<file path="config.mk">
export PLATFORM = sky130hd
export DESIGN_NAME = dir_cache_ctrl
export DESIGN_NICKNAME = d
export VERILOG_FILES = /design/src/rtl/coh_pkg.sv /design/src/rtl/cc_lines.sv /design/src/rtl/cc_dir_port.sv /design/src/rtl/cc_req_ctrl.sv /design/src/rtl/dir_cache_ctrl.sv
export SDC_FILE = /design/constraint.sdc
export NUM_CORES = 1
export LEC_CHECK = 0
export BUFFER_PORTS_ARGS = -buffer_cell sky130_fd_sc_hd__buf_2
export CAP_MARGIN = 20
export CORE_ASPECT_RATIO = 1.25
export CORE_MARGIN = 5
export CORE_UTILIZATION = 40
export DETAILED_ROUTE_END_ITERATION = 8
export PLACE_DENSITY_LB_ADDON = 0.25
export SLEW_MARGIN = 20
export SYNTH_ARGS = -nofsm -noshare
export SYNTH_HDL_FRONTEND = slang
export SYNTH_SLANG_ARGS = --single-unit
</file>
<file path="constraint.sdc">
create_clock -name clk -period 4.5 [get_ports clk]
set_input_delay 0.675 -clock clk [delete_from_list [all_inputs] [get_ports clk]]
set_output_delay 0.675 -clock clk [all_outputs]
set_load 0.02 [all_outputs]
</file>
<file path="src/rtl/coh_pkg.sv">
package coh_pkg;

    typedef enum logic [1:0] {
        LS_INV = 2'd0,
        LS_SHR = 2'd1,
        LS_EXC = 2'd2
    } lstate_e;

    typedef enum logic [1:0] {
        MK_NONE   = 2'd0,
        MK_RDMISS = 2'd1,
        MK_WRMISS = 2'd2,
        MK_WBACK  = 2'd3
    } msg_e;

    typedef enum logic [1:0] {
        RS_IDLE = 2'd0,
        RS_VICT = 2'd1,
        RS_WAIT = 2'd2
    } rstate_e;

    localparam logic DIR_INVAL = 1'b0;
    localparam logic DIR_FETCH = 1'b1;

    // Line state after a directory command; unmatched cases keep the state.
    function automatic lstate_e dir_next(input logic kind, input lstate_e cur);
        if (kind == DIR_FETCH && cur == LS_EXC) return LS_SHR;
        if (kind == DIR_INVAL && cur == LS_SHR) return LS_INV;
        return cur;
    endfunction

endpackage

</file>
<file path="src/rtl/cc_lines.sv">
module cc_lines
    import coh_pkg::*;
#(
    parameter int LINES  = 4,
    parameter int TAG_W  = 6,
    parameter int DATA_W = 8,
    localparam int IW    = $clog2(LINES)
) (
    input  logic              clk,
    input  logic              rst,
    input  logic [IW-1:0]     idx_a,
    output lstate_e           a_st,
    output logic [TAG_W-1:0]  a_tag,
    output logic [DATA_W-1:0] a_data,
    input  logic [IW-1:0]     idx_b,
    output lstate_e           b_st,
    output logic [TAG_W-1:0]  b_tag,
    output logic [DATA_W-1:0] b_data,
    input  logic              wa_en,
    input  logic [IW-1:0]     wa_idx,
    input  lstate_e           wa_st,
    input  logic [TAG_W-1:0]  wa_tag,
    input  logic [DATA_W-1:0] wa_data,
    input  logic              wb_en,
    input  logic [IW-1:0]     wb_idx,
    input  lstate_e           wb_st
);

    lstate_e           st_q   [LINES];
    logic [TAG_W-1:0]  tag_q  [LINES];
    logic [DATA_W-1:0] data_q [LINES];

    // Port A (processor side) wins over port B (directory side).
    always_ff @(posedge clk) begin
        for (int i = 0; i < LINES; i++) begin
            if (rst) begin
                st_q[i]   <= LS_INV;
                tag_q[i]  <= '0;
                data_q[i] <= '0;
            end else if (wa_en && wa_idx == IW'(i)) begin
                st_q[i]   <= wa_st;
                tag_q[i]  <= wa_tag;
                data_q[i] <= wa_data;
            end else if (wb_en && wb_idx == IW'(i)) begin
                st_q[i]   <= wb_st;
            end
        end
    end

    assign a_st   = st_q[idx_a];
    assign a_tag  = tag_q[idx_a];
    assign a_data = data_q[idx_a];
    assign b_st   = st_q[idx_b];
    assign b_tag  = tag_q[idx_b];
    assign b_data = data_q[idx_b];

endmodule

</file>
<file path="src/rtl/cc_dir_port.sv">
module cc_dir_port
    import coh_pkg::*;
#(
    parameter int ADDR_W = 8,
    parameter int IDX_W  = 2,
    parameter int DATA_W = 8,
    localparam int TAG_W = ADDR_W - IDX_W
) (
    input  logic              dir_valid,
    input  logic              dir_kind,
    input  logic [ADDR_W-1:0] dir_addr,
    input  lstate_e           line_st,
    input  logic [TAG_W-1:0]  line_tag,
    input  logic [DATA_W-1:0] line_data,
    output logic              upd_en,
    output lstate_e           upd_st,
    output logic              wb_en,
    output logic [ADDR_W-1:0] wb_addr,
    output logic [DATA_W-1:0] wb_data
);

    logic match;

    always_comb begin
        match   = dir_valid && line_st != LS_INV && line_tag == dir_addr[ADDR_W-1:IDX_W];
        upd_st  = dir_next(dir_kind, line_st);
        upd_en  = match && upd_st != line_st;
        wb_en   = match && dir_kind == DIR_FETCH && line_st == LS_EXC;
        wb_addr = dir_addr;
        wb_data = line_data;
    end

endmodule

</file>
<file path="src/rtl/cc_req_ctrl.sv">
module cc_req_ctrl
    import coh_pkg::*;
#(
    parameter int ADDR_W = 8,
    parameter int IDX_W  = 2,
    parameter int DATA_W = 8,
    localparam int TAG_W = ADDR_W - IDX_W
) (
    input  logic              clk,
    input  logic              rst,
    input  logic              cpu_req,
    input  logic              cpu_we,
    input  logic [ADDR_W-1:0] cpu_addr,
    input  logic [DATA_W-1:0] cpu_wdata,
    output logic              cpu_ready,
    output logic [DATA_W-1:0] cpu_rdata,
    input  logic              dir_busy,
    input  logic              rep_valid,
    input  logic [DATA_W-1:0] rep_data,
    input  lstate_e           line_st,
    input  logic [TAG_W-1:0]  line_tag,
    input  logic [DATA_W-1:0] line_data,
    output logic              wr_en,
    output lstate_e           wr_st,
    output logic [TAG_W-1:0]  wr_tag,
    output logic [DATA_W-1:0] wr_data,
    output logic              msg_en,
    output msg_e              msg_kind,
    output logic [ADDR_W-1:0] msg_addr,
    output logic [DATA_W-1:0] msg_data,
    output logic              in_wait,
    output logic              in_vict
);

    rstate_e cur_q, nxt;
    logic [TAG_W-1:0] ctag;
    logic tag_eq, rd_hit, wr_hit, dirty_victim;
    msg_e miss_kind;

    always_comb begin
        ctag         = cpu_addr[ADDR_W-1:IDX_W];
        tag_eq       = line_tag == ctag;
        rd_hit       = line_st != LS_INV && tag_eq;
        wr_hit       = line_st == LS_EXC && tag_eq;
        dirty_victim = line_st == LS_EXC && !tag_eq;
        miss_kind    = cpu_we ? MK_WRMISS : MK_RDMISS;

        nxt       = cur_q;
        cpu_ready = 1'b0;
        cpu_rdata = line_data;
        wr_en     = 1'b0;
        wr_st     = LS_INV;
        wr_tag    = ctag;
        wr_data   = cpu_wdata;
        msg_en    = 1'b0;
        msg_kind  = MK_NONE;
        msg_addr  = cpu_addr;
        msg_data  = line_data;

        unique case (cur_q)
            RS_IDLE: if (cpu_req && !dir_busy) begin
                if (cpu_we ? wr_hit : rd_hit) begin
                    cpu_ready = 1'b1;
                    if (cpu_we) begin
                        wr_en = 1'b1;
                        wr_st = LS_EXC;
                    end
                end else if (dirty_victim) begin
                    msg_en   = 1'b1;
                    msg_kind = MK_WBACK;
                    msg_addr = {line_tag, cpu_addr[IDX_W-1:0]};
                    wr_en    = 1'b1;
                    wr_st    = LS_INV;
                    wr_tag   = line_tag;
                    wr_data  = line_data;
                    nxt      = RS_VICT;
                end else begin
                    msg_en   = 1'b1;
                    msg_kind = miss_kind;
                    nxt      = RS_WAIT;
                end
            end
            RS_VICT: if (!dir_busy) begin
                msg_en   = 1'b1;
                msg_kind = miss_kind;
                nxt      = RS_WAIT;
            end
            RS_WAIT: if (rep_valid) begin
                cpu_ready = 1'b1;
                cpu_rdata = rep_data;
                wr_en     = 1'b1;
                wr_st     = cpu_we ? LS_EXC : LS_SHR;
                wr_data   = cpu_we ? cpu_wdata : rep_data;
                nxt       = RS_IDLE;
            end
            default: nxt = RS_IDLE;
        endcase
    end

    always_ff @(posedge clk) begin
        if (rst) cur_q <= RS_IDLE;
        else     cur_q <= nxt;
    end

    assign in_wait = cur_q == RS_WAIT;
    assign in_vict = cur_q == RS_VICT;

endmodule

</file>
<file path="src/rtl/dir_cache_ctrl.sv">
module dir_cache_ctrl
    import coh_pkg::*;
#(
    parameter int ADDR_W = 8,
    parameter int DATA_W = 8,
    parameter int LINES  = 4
) (
    input  logic              clk,
    input  logic              rst,
    input  logic              cpu_req,
    input  logic              cpu_we,
    input  logic [ADDR_W-1:0] cpu_addr,
    input  logic [DATA_W-1:0] cpu_wdata,
    output logic              cpu_ready,
    output logic [DATA_W-1:0] cpu_rdata,
    input  logic              dir_valid,
    input  logic              dir_kind,
    input  logic [ADDR_W-1:0] dir_addr,
    input  logic              rep_valid,
    input  logic [DATA_W-1:0] rep_data,
    output logic              out_valid,
    output logic [1:0]        out_kind,
    output logic [ADDR_W-1:0] out_addr,
    output logic [DATA_W-1:0] out_data
);

    localparam int IDX_W = $clog2(LINES);
    localparam int TAG_W = ADDR_W - IDX_W;

    lstate_e           a_st, b_st, wa_st, upd_st;
    logic [TAG_W-1:0]  a_tag, b_tag, wa_tag;
    logic [DATA_W-1:0] a_data, b_data, wa_data;
    logic              wa_en, upd_en;
    logic              msg_en, dwb_en;
    msg_e              msg_kind;
    logic [ADDR_W-1:0] msg_addr, dwb_addr;
    logic [DATA_W-1:0] msg_data, dwb_data;
    logic              fsm_wait, fsm_vict;

    cc_lines #(.LINES(LINES), .TAG_W(TAG_W), .DATA_W(DATA_W)) u_lines (
        .clk    (clk),
        .rst    (rst),
        .idx_a  (cpu_addr[IDX_W-1:0]),
        .a_st   (a_st),
        .a_tag  (a_tag),
        .a_data (a_data),
        .idx_b  (dir_addr[IDX_W-1:0]),
        .b_st   (b_st),
        .b_tag  (b_tag),
        .b_data (b_data),
        .wa_en  (wa_en),
        .wa_idx (cpu_addr[IDX_W-1:0]),
        .wa_st  (wa_st),
        .wa_tag (wa_tag),
        .wa_data(wa_data),
        .wb_en  (upd_en),
        .wb_idx (dir_addr[IDX_W-1:0]),
        .wb_st  (upd_st)
    );

    cc_dir_port #(.ADDR_W(ADDR_W), .IDX_W(IDX_W), .DATA_W(DATA_W)) u_dir (
        .dir_valid(dir_valid),
        .dir_kind (dir_kind),
        .dir_addr (dir_addr),
        .line_st  (b_st),
        .line_tag (b_tag),
        .line_data(b_data),
        .upd_en   (upd_en),
        .upd_st   (upd_st),
        .wb_en    (dwb_en),
        .wb_addr  (dwb_addr),
        .wb_data  (dwb_data)
    );

    cc_req_ctrl #(.ADDR_W(ADDR_W), .IDX_W(IDX_W), .DATA_W(DATA_W)) u_req (
        .clk      (clk),
        .rst      (rst),
        .cpu_req  (cpu_req),
        .cpu_we   (cpu_we),
        .cpu_addr (cpu_addr),
        .cpu_wdata(cpu_wdata),
        .cpu_ready(cpu_ready),
        .cpu_rdata(cpu_rdata),
        .dir_busy (dir_valid),
        .rep_valid(rep_valid),
        .rep_data (rep_data),
        .line_st  (a_st),
        .line_tag (a_tag),
        .line_data(a_data),
        .wr_en    (wa_en),
        .wr_st    (wa_st),
        .wr_tag   (wa_tag),
        .wr_data  (wa_data),
        .msg_en   (msg_en),
        .msg_kind (msg_kind),
        .msg_addr (msg_addr),
        .msg_data (msg_data),
        .in_wait  (fsm_wait),
        .in_vict  (fsm_vict)
    );

    // Single outgoing message register; a directory fetch write-back has the slot first.
    always_ff @(posedge clk) begin
        if (rst) begin
            out_valid <= 1'b0;
            out_kind  <= MK_NONE;
            out_addr  <= '0;
            out_data  <= '0;
        end else if (dwb_en) begin
            out_valid <= 1'b1;
            out_kind  <= MK_WBACK;
            out_addr  <= dwb_addr;
            out_data  <= dwb_data;
        end else if (msg_en) begin
            out_valid <= 1'b1;
            out_kind  <= msg_kind;
            out_addr  <= msg_addr;
            out_data  <= msg_data;
        end else begin
            out_valid <= 1'b0;
            out_kind  <= MK_NONE;
        end
    end

endmodule

</file>
Word level (Yosys, flattened, before mapping):

Memories as Yosys holds them, arrays and structs flattened.
Cells that the tools add are included.

* logic and storage cells: 179
* bits in writable memories: 64
* output and inout port bits: 28
* memories kept: 3
* bits in registers: 21
* input port bits: 39

* equality and inequality tests: 18
* bitwise operators: 17
* muxes and demuxes: 108
* reduce and logical (&&, ||, !) cells: 28

Memories
* u_lines.data_q: depth 4, width 8, rd ports 2, clocked after Yosys merged registers in 0, write ports 4, RTL line cc_lines.sv:31 `logic [DATA_W-1:0] data_q [LINES];`
* u_lines.tag_q: depth 4, width 6, rd ports 2, clocked after Yosys merged registers in 0, write ports 4, RTL line cc_lines.sv:30 `logic [TAG_W-1:0] tag_q [LINES];`
* u_lines.st_q: depth 4, width 2, rd ports 2, clocked after Yosys merged registers in 0, write ports 4, RTL line cc_lines.sv:29 `lstate_e st_q [LINES];`

Operator list (count)
* two-way mux 8 bit: 19
* two-way mux 2 bit: 28
* two-way mux 6 bit: 8
* two-way mux 1 bit: 46
* logical AND 1 bit: 19
* bitwise OR 1 bit: 16
* one-hot mux 8 bit (2 select lines): 1
* equality test 2 bit, second input constant: 7
* equality test 6 bit: 2
* equality test 2 x 1 -> 1 bit, second input constant: 4
* one-hot mux 2 bit (2 select lines): 2
* logical NOT 2 bit: 3
* != test 2 bit, second input constant: 3
* one-hot mux 1 bit (2 select lines): 3
* one-hot mux 2 bit (3 select lines): 1
* nonzero test 2 bit: 3
* AND reduction 4 bit: 1
* logical NOT 1 bit: 2
* != test 2 x 1 -> 1 bit, second input constant: 1
* != test 2 bit: 1
* NOT 1 bit: 1

Longest topological paths before layout:

An unclocked memory read counts as a cell.

* depth after elaboration: 15
* mapped depth: 9
* mapped depth without buffers: 6

By module:

From an unflattened synthesis, not the netlist that was laid out.

* cell total of the unflattened synthesis: 446
* area, all modules: 5559.1 µm²

By module, submodules not included
* cc_lines: area an instance 3478.3 µm², cells each 197, sequential area each 1921.8 µm², instances 1
* cc_req_ctrl: area an instance 982.2 µm², cells each 135, sequential area each 40.0 µm², instances 1
* dir_cache_ctrl: area an instance 843.3 µm², cells each 81, sequential area each 380.4 µm², instances 1
* cc_dir_port: area an instance 255.2 µm², cells each 33, sequential area each 0.0 µm², instances 1

Least setup slack after synthesis:

Ideal clock, no wire load.

* path kind: in2reg
* from: input port cpu_addr[0]
* to: memory u_lines.st_q[3][0] (netlist name) (enable)
* data arrival time: 3.475 ns
* path slack: 0.710 ns
* buffers on the path: 2
* cell stages on the path: 8
* data required time: 4.185 ns
* path through: buf_6 -> mux4_2 -> xor2_1 -> nor4_4 -> a41o_1 -> buf_4 -> o21ai_0 -> o21bai_1

RTL lines
* start, declared: RTL line dir_cache_ctrl.sv:12 `input logic [ADDR_W-1:0] cpu_addr,`
* end, declared: RTL line cc_lines.sv:29

Worst setup path after layout:

* from: input port cpu_addr[0]
* to: output port cpu_ready

* longest elaborated chain between the ends: 7

Ends and longest elaborated chain
* memory (4 x 6 bit) / memory (4 x 2 bit) (equally long branches)
* equality test 6 bit (tied with other cells): RTL line cc_req_ctrl.sv:42 `tag_eq = line_tag == ctag;`
* logical AND 1 bit (on tied branches): RTL line cc_req_ctrl.sv:43, cc_req_ctrl.sv:44
* two-way mux 1 bit (*) (2 in a row): RTL line cc_req_ctrl.sv:62 `if (cpu_we ? wr_hit : rd_hit) begin`
* two-way mux 1 bit (*): RTL line cc_req_ctrl.sv:61 `RS_IDLE: if (cpu_req && !dir_busy) begin`
* one-hot mux 1 bit (2 select lines) (*): RTL line cc_req_ctrl.sv:60 `unique case (cur_q)`
* end, declared: RTL line dir_cache_ctrl.sv:14 `output logic cpu_ready,`

Mark *: on every way between the ends. The rest lies on a longest branch, timed or not.

==> results.ini <==
[timing]
hold_ws_ns=0.4798
rsz0062_at_grt=false
final-hold-violation-count=0
timing.final.crit_share_pct=83.76
max_slew_margin_pct=39.69
min_period_ns=3.769
tns_ns=0
setup_viol=0
finalWorstSetupSlack_ns=0.7310
fin_skew_ns=0.005597
slew_violations=0
worstMarginPinSlew_ns=0.9037
max_freq_mhz=265.3

[placed_design]
placement.io_buffers=66
dp_slack_ns=0.5365
dp_hpwl_mm=10.65
gp_congestion=0.8408

[cts]
cts_max_level=3
cts_resized=0
numCtsBuffers=9
post_cts_buffers=0
cts_buffer_depth=2
clock_latency_ns=0.35
cts_tree=done
path_clk_slew_ns=0.06
cts_hold_buf=0
cts.sinks=85
cts_root_buf=clkbuf_16

[logic_synthesis]
yosysWarningCount=0
synth-edff-count=64
async_flop_share_pct=0
syn_inst=441
yosys.area.top_type=edfxtp_1
synth_flop_cell=edfxtp_1
avgSynthCellArea_sq_um=11.63
ys_seq_area_share_pct=45.68
synth-seq-cells=85
synth_fp_nets=480
synth.cell_area_sq_um=5127
yosysUniqueCellTypes=54
synth_top_area_share_pct=37.48
synthTopCellsByArea=edfxtp_1, mux4_2, dfxtp_1

[critical_path]
crit_type=primary input to output pin
critPathMaxStageDelay_ns=0.69
reg2reg_slack_ns=1.52
path_common_cell=buf_2
crit_slowest_cell=mux4_1
arrival_ns=3.09
critical_path.endpoint_type=output pin
start_kind=primary input
crit_fanout=21
crit_chain=buf_2 -> mux4_1 -> xor2_1 -> nor4_4 -> buf_4 -> nand4_1 -> nand2_1 -> buf_2
required_ns=3.83

[power_and_ir_drop]
p_leak_nw=2.155
ir_worst_vdd_v=0.0001578
cellPowerDensity_nw_per_um2=331.6
design_power_total_mw=1.936

[global_routing]
grt-ovfl-total=0
grt_pass1_wl_mm=22.36
grt_pass1_vias=3979
track_usage_pct=19.05
antenna_found_initial=0
grt_start_max_net_pins=38

[final_layout]
drive_above_1_share_pct=30.30
multi_input_area_sq_um=2545
seq_area_sq_um=2342
area_growth_pct=13.84
final_util_pct=46.10
diodes=0
nets=529
fillers=1159

[hold_path]
min-delay-path-class=flop to flop

[floorplan]
boundaryPins=67
rows=46
initial_core_util_pct=40.49
dieWidth_um=111.3
core_area_sq_um=12660
die_area_sq_um=15200
fp.dieH_um=136.6

[detailed_routing]
drcViolationCount=0
wl_per_cell_um=21.56
ant_nets=0
firstDrtPassIters=5
routed_wl_mm=14.30
vias_per_cell=5.976
drtIter0Drc=377
detailroute.via_count=3962

[run]
cap_violations=0

[run_status]
outcome=completed

[power by group]
| part | total (mW) | internal, mW | switching (mW) |
|---|---|---|---|
| logic | 0.334 | 0.132 | 0.202 |
| registers | 0.899 | 0.879 | 0.0197 |
| clock network | 0.703 | 0.377 | 0.326 |
[worst max-delay path, delay by kind of cell]
kind | cells | cell delay (ns)
buffers and inverters | 3 | 0.94
and+or+nand+nor | 3 | 0.57
xor gates and xnor gates | 1 | 0.19
muxes | 1 | 0.69
[cells by family (layout without fill, tap and decap cells)]
kind of cell    Yosys count  in the layout  share of synthesized area [%]
xor+xnor                 12             12                          2.050
buf+inv                  47            101                          4.685
flops                    85             85                          45.68
mux                      48             48                          17.67
compound gates           90             90                          14.47
simple gates            159            159                          15.45
[flip-flops by register name, indices dropped and copies added (netlist names)]
signal,flops
u_req.cur_q,2
out_kind,2
u_lines.st_q,8
u_lines.tag_q,24
u_lines.data_q,32
out_data,8
out_valid,1
out_addr,8
[layout by cell type, fill, tap and decap left out, drive strengths merged, types with 9 or more instances in the layout]
| cell | instances |
|---|---|
| nor2 | 64 |
| mux4 | 32 |
| nand4 | 15 |
| nor2b | 9 |
| o21ai | 19 |
| a31oi | 9 |
| buf | 79 |
| xor2 | 12 |
| clkbuf | 9 |
| dfxtp | 21 |
| a211oi | 16 |
| nand2 | 30 |
| edfxtp | 64 |
[final timing paths]
path | from | end | cells past startpoint
setup / recovery | cpu_addr[0] | cpu_ready | 8
hold / removal | out_data[6] | out_data[6] | 2
setup reg to reg | u_lines.tag_q[2][4] | out_addr[7] | 7
hold reg to reg | out_data[6] | out_data[6] | 2
[metrics by stage]
step | cell area [sq um] | std cells
2_1_floorplan | 5127 | 441
3_3_place_gp | 5560 | 647
3_5_place_dp | 5560 | 647
4_1_cts | 5837 | 663
5_1_grt | 5837 | 663
6_report | 5837 | 663
[synthesized netlist by cell type, types with 4 or more instances]
library cell,number
mux2i_1,6
nand3_1,6
nand2b_1,5
a211o_1,4
or2_2,4
buf_2,11
a311oi_4,6
edfxtp_1,64
a22oi_1,5
o21ai_0,19
a21oi_1,8
nand4_1,15
nand2_1,30
clkbuf_1,20
inv_1,6
mux2_2,8
nor2b_1,9
o311ai_0,6
a31oi_1,9
nor2_1,64
a211oi_1,16
xor2_1,12
dfxtp_1,21
mux4_2,30
or3_1,7
[final cells by class]
class | instances | area share, %
multi-input combinational | 309 | 43.60
sequential | 85 | 40.13
timing repair buffer | 79 | 7.546
clock buffer | 9 | 3.859
tap | 168 | 3.601
clock inverter | 7 | 0.8789
inverter | 6 | 0.3859
[layer usage]
metal  vias to the layer above  global-route usage, %  part of all wire, %
met2                       141                  32.29                   51
met3                        30                  3.671                  6.2
li1                       1809                      -                    -
met5                         -                      0                    0
met4                         0                  8.857                  3.4
met1                      1982                  23.64                   39
No activity file was read; power rests on OpenSTA's default activity.
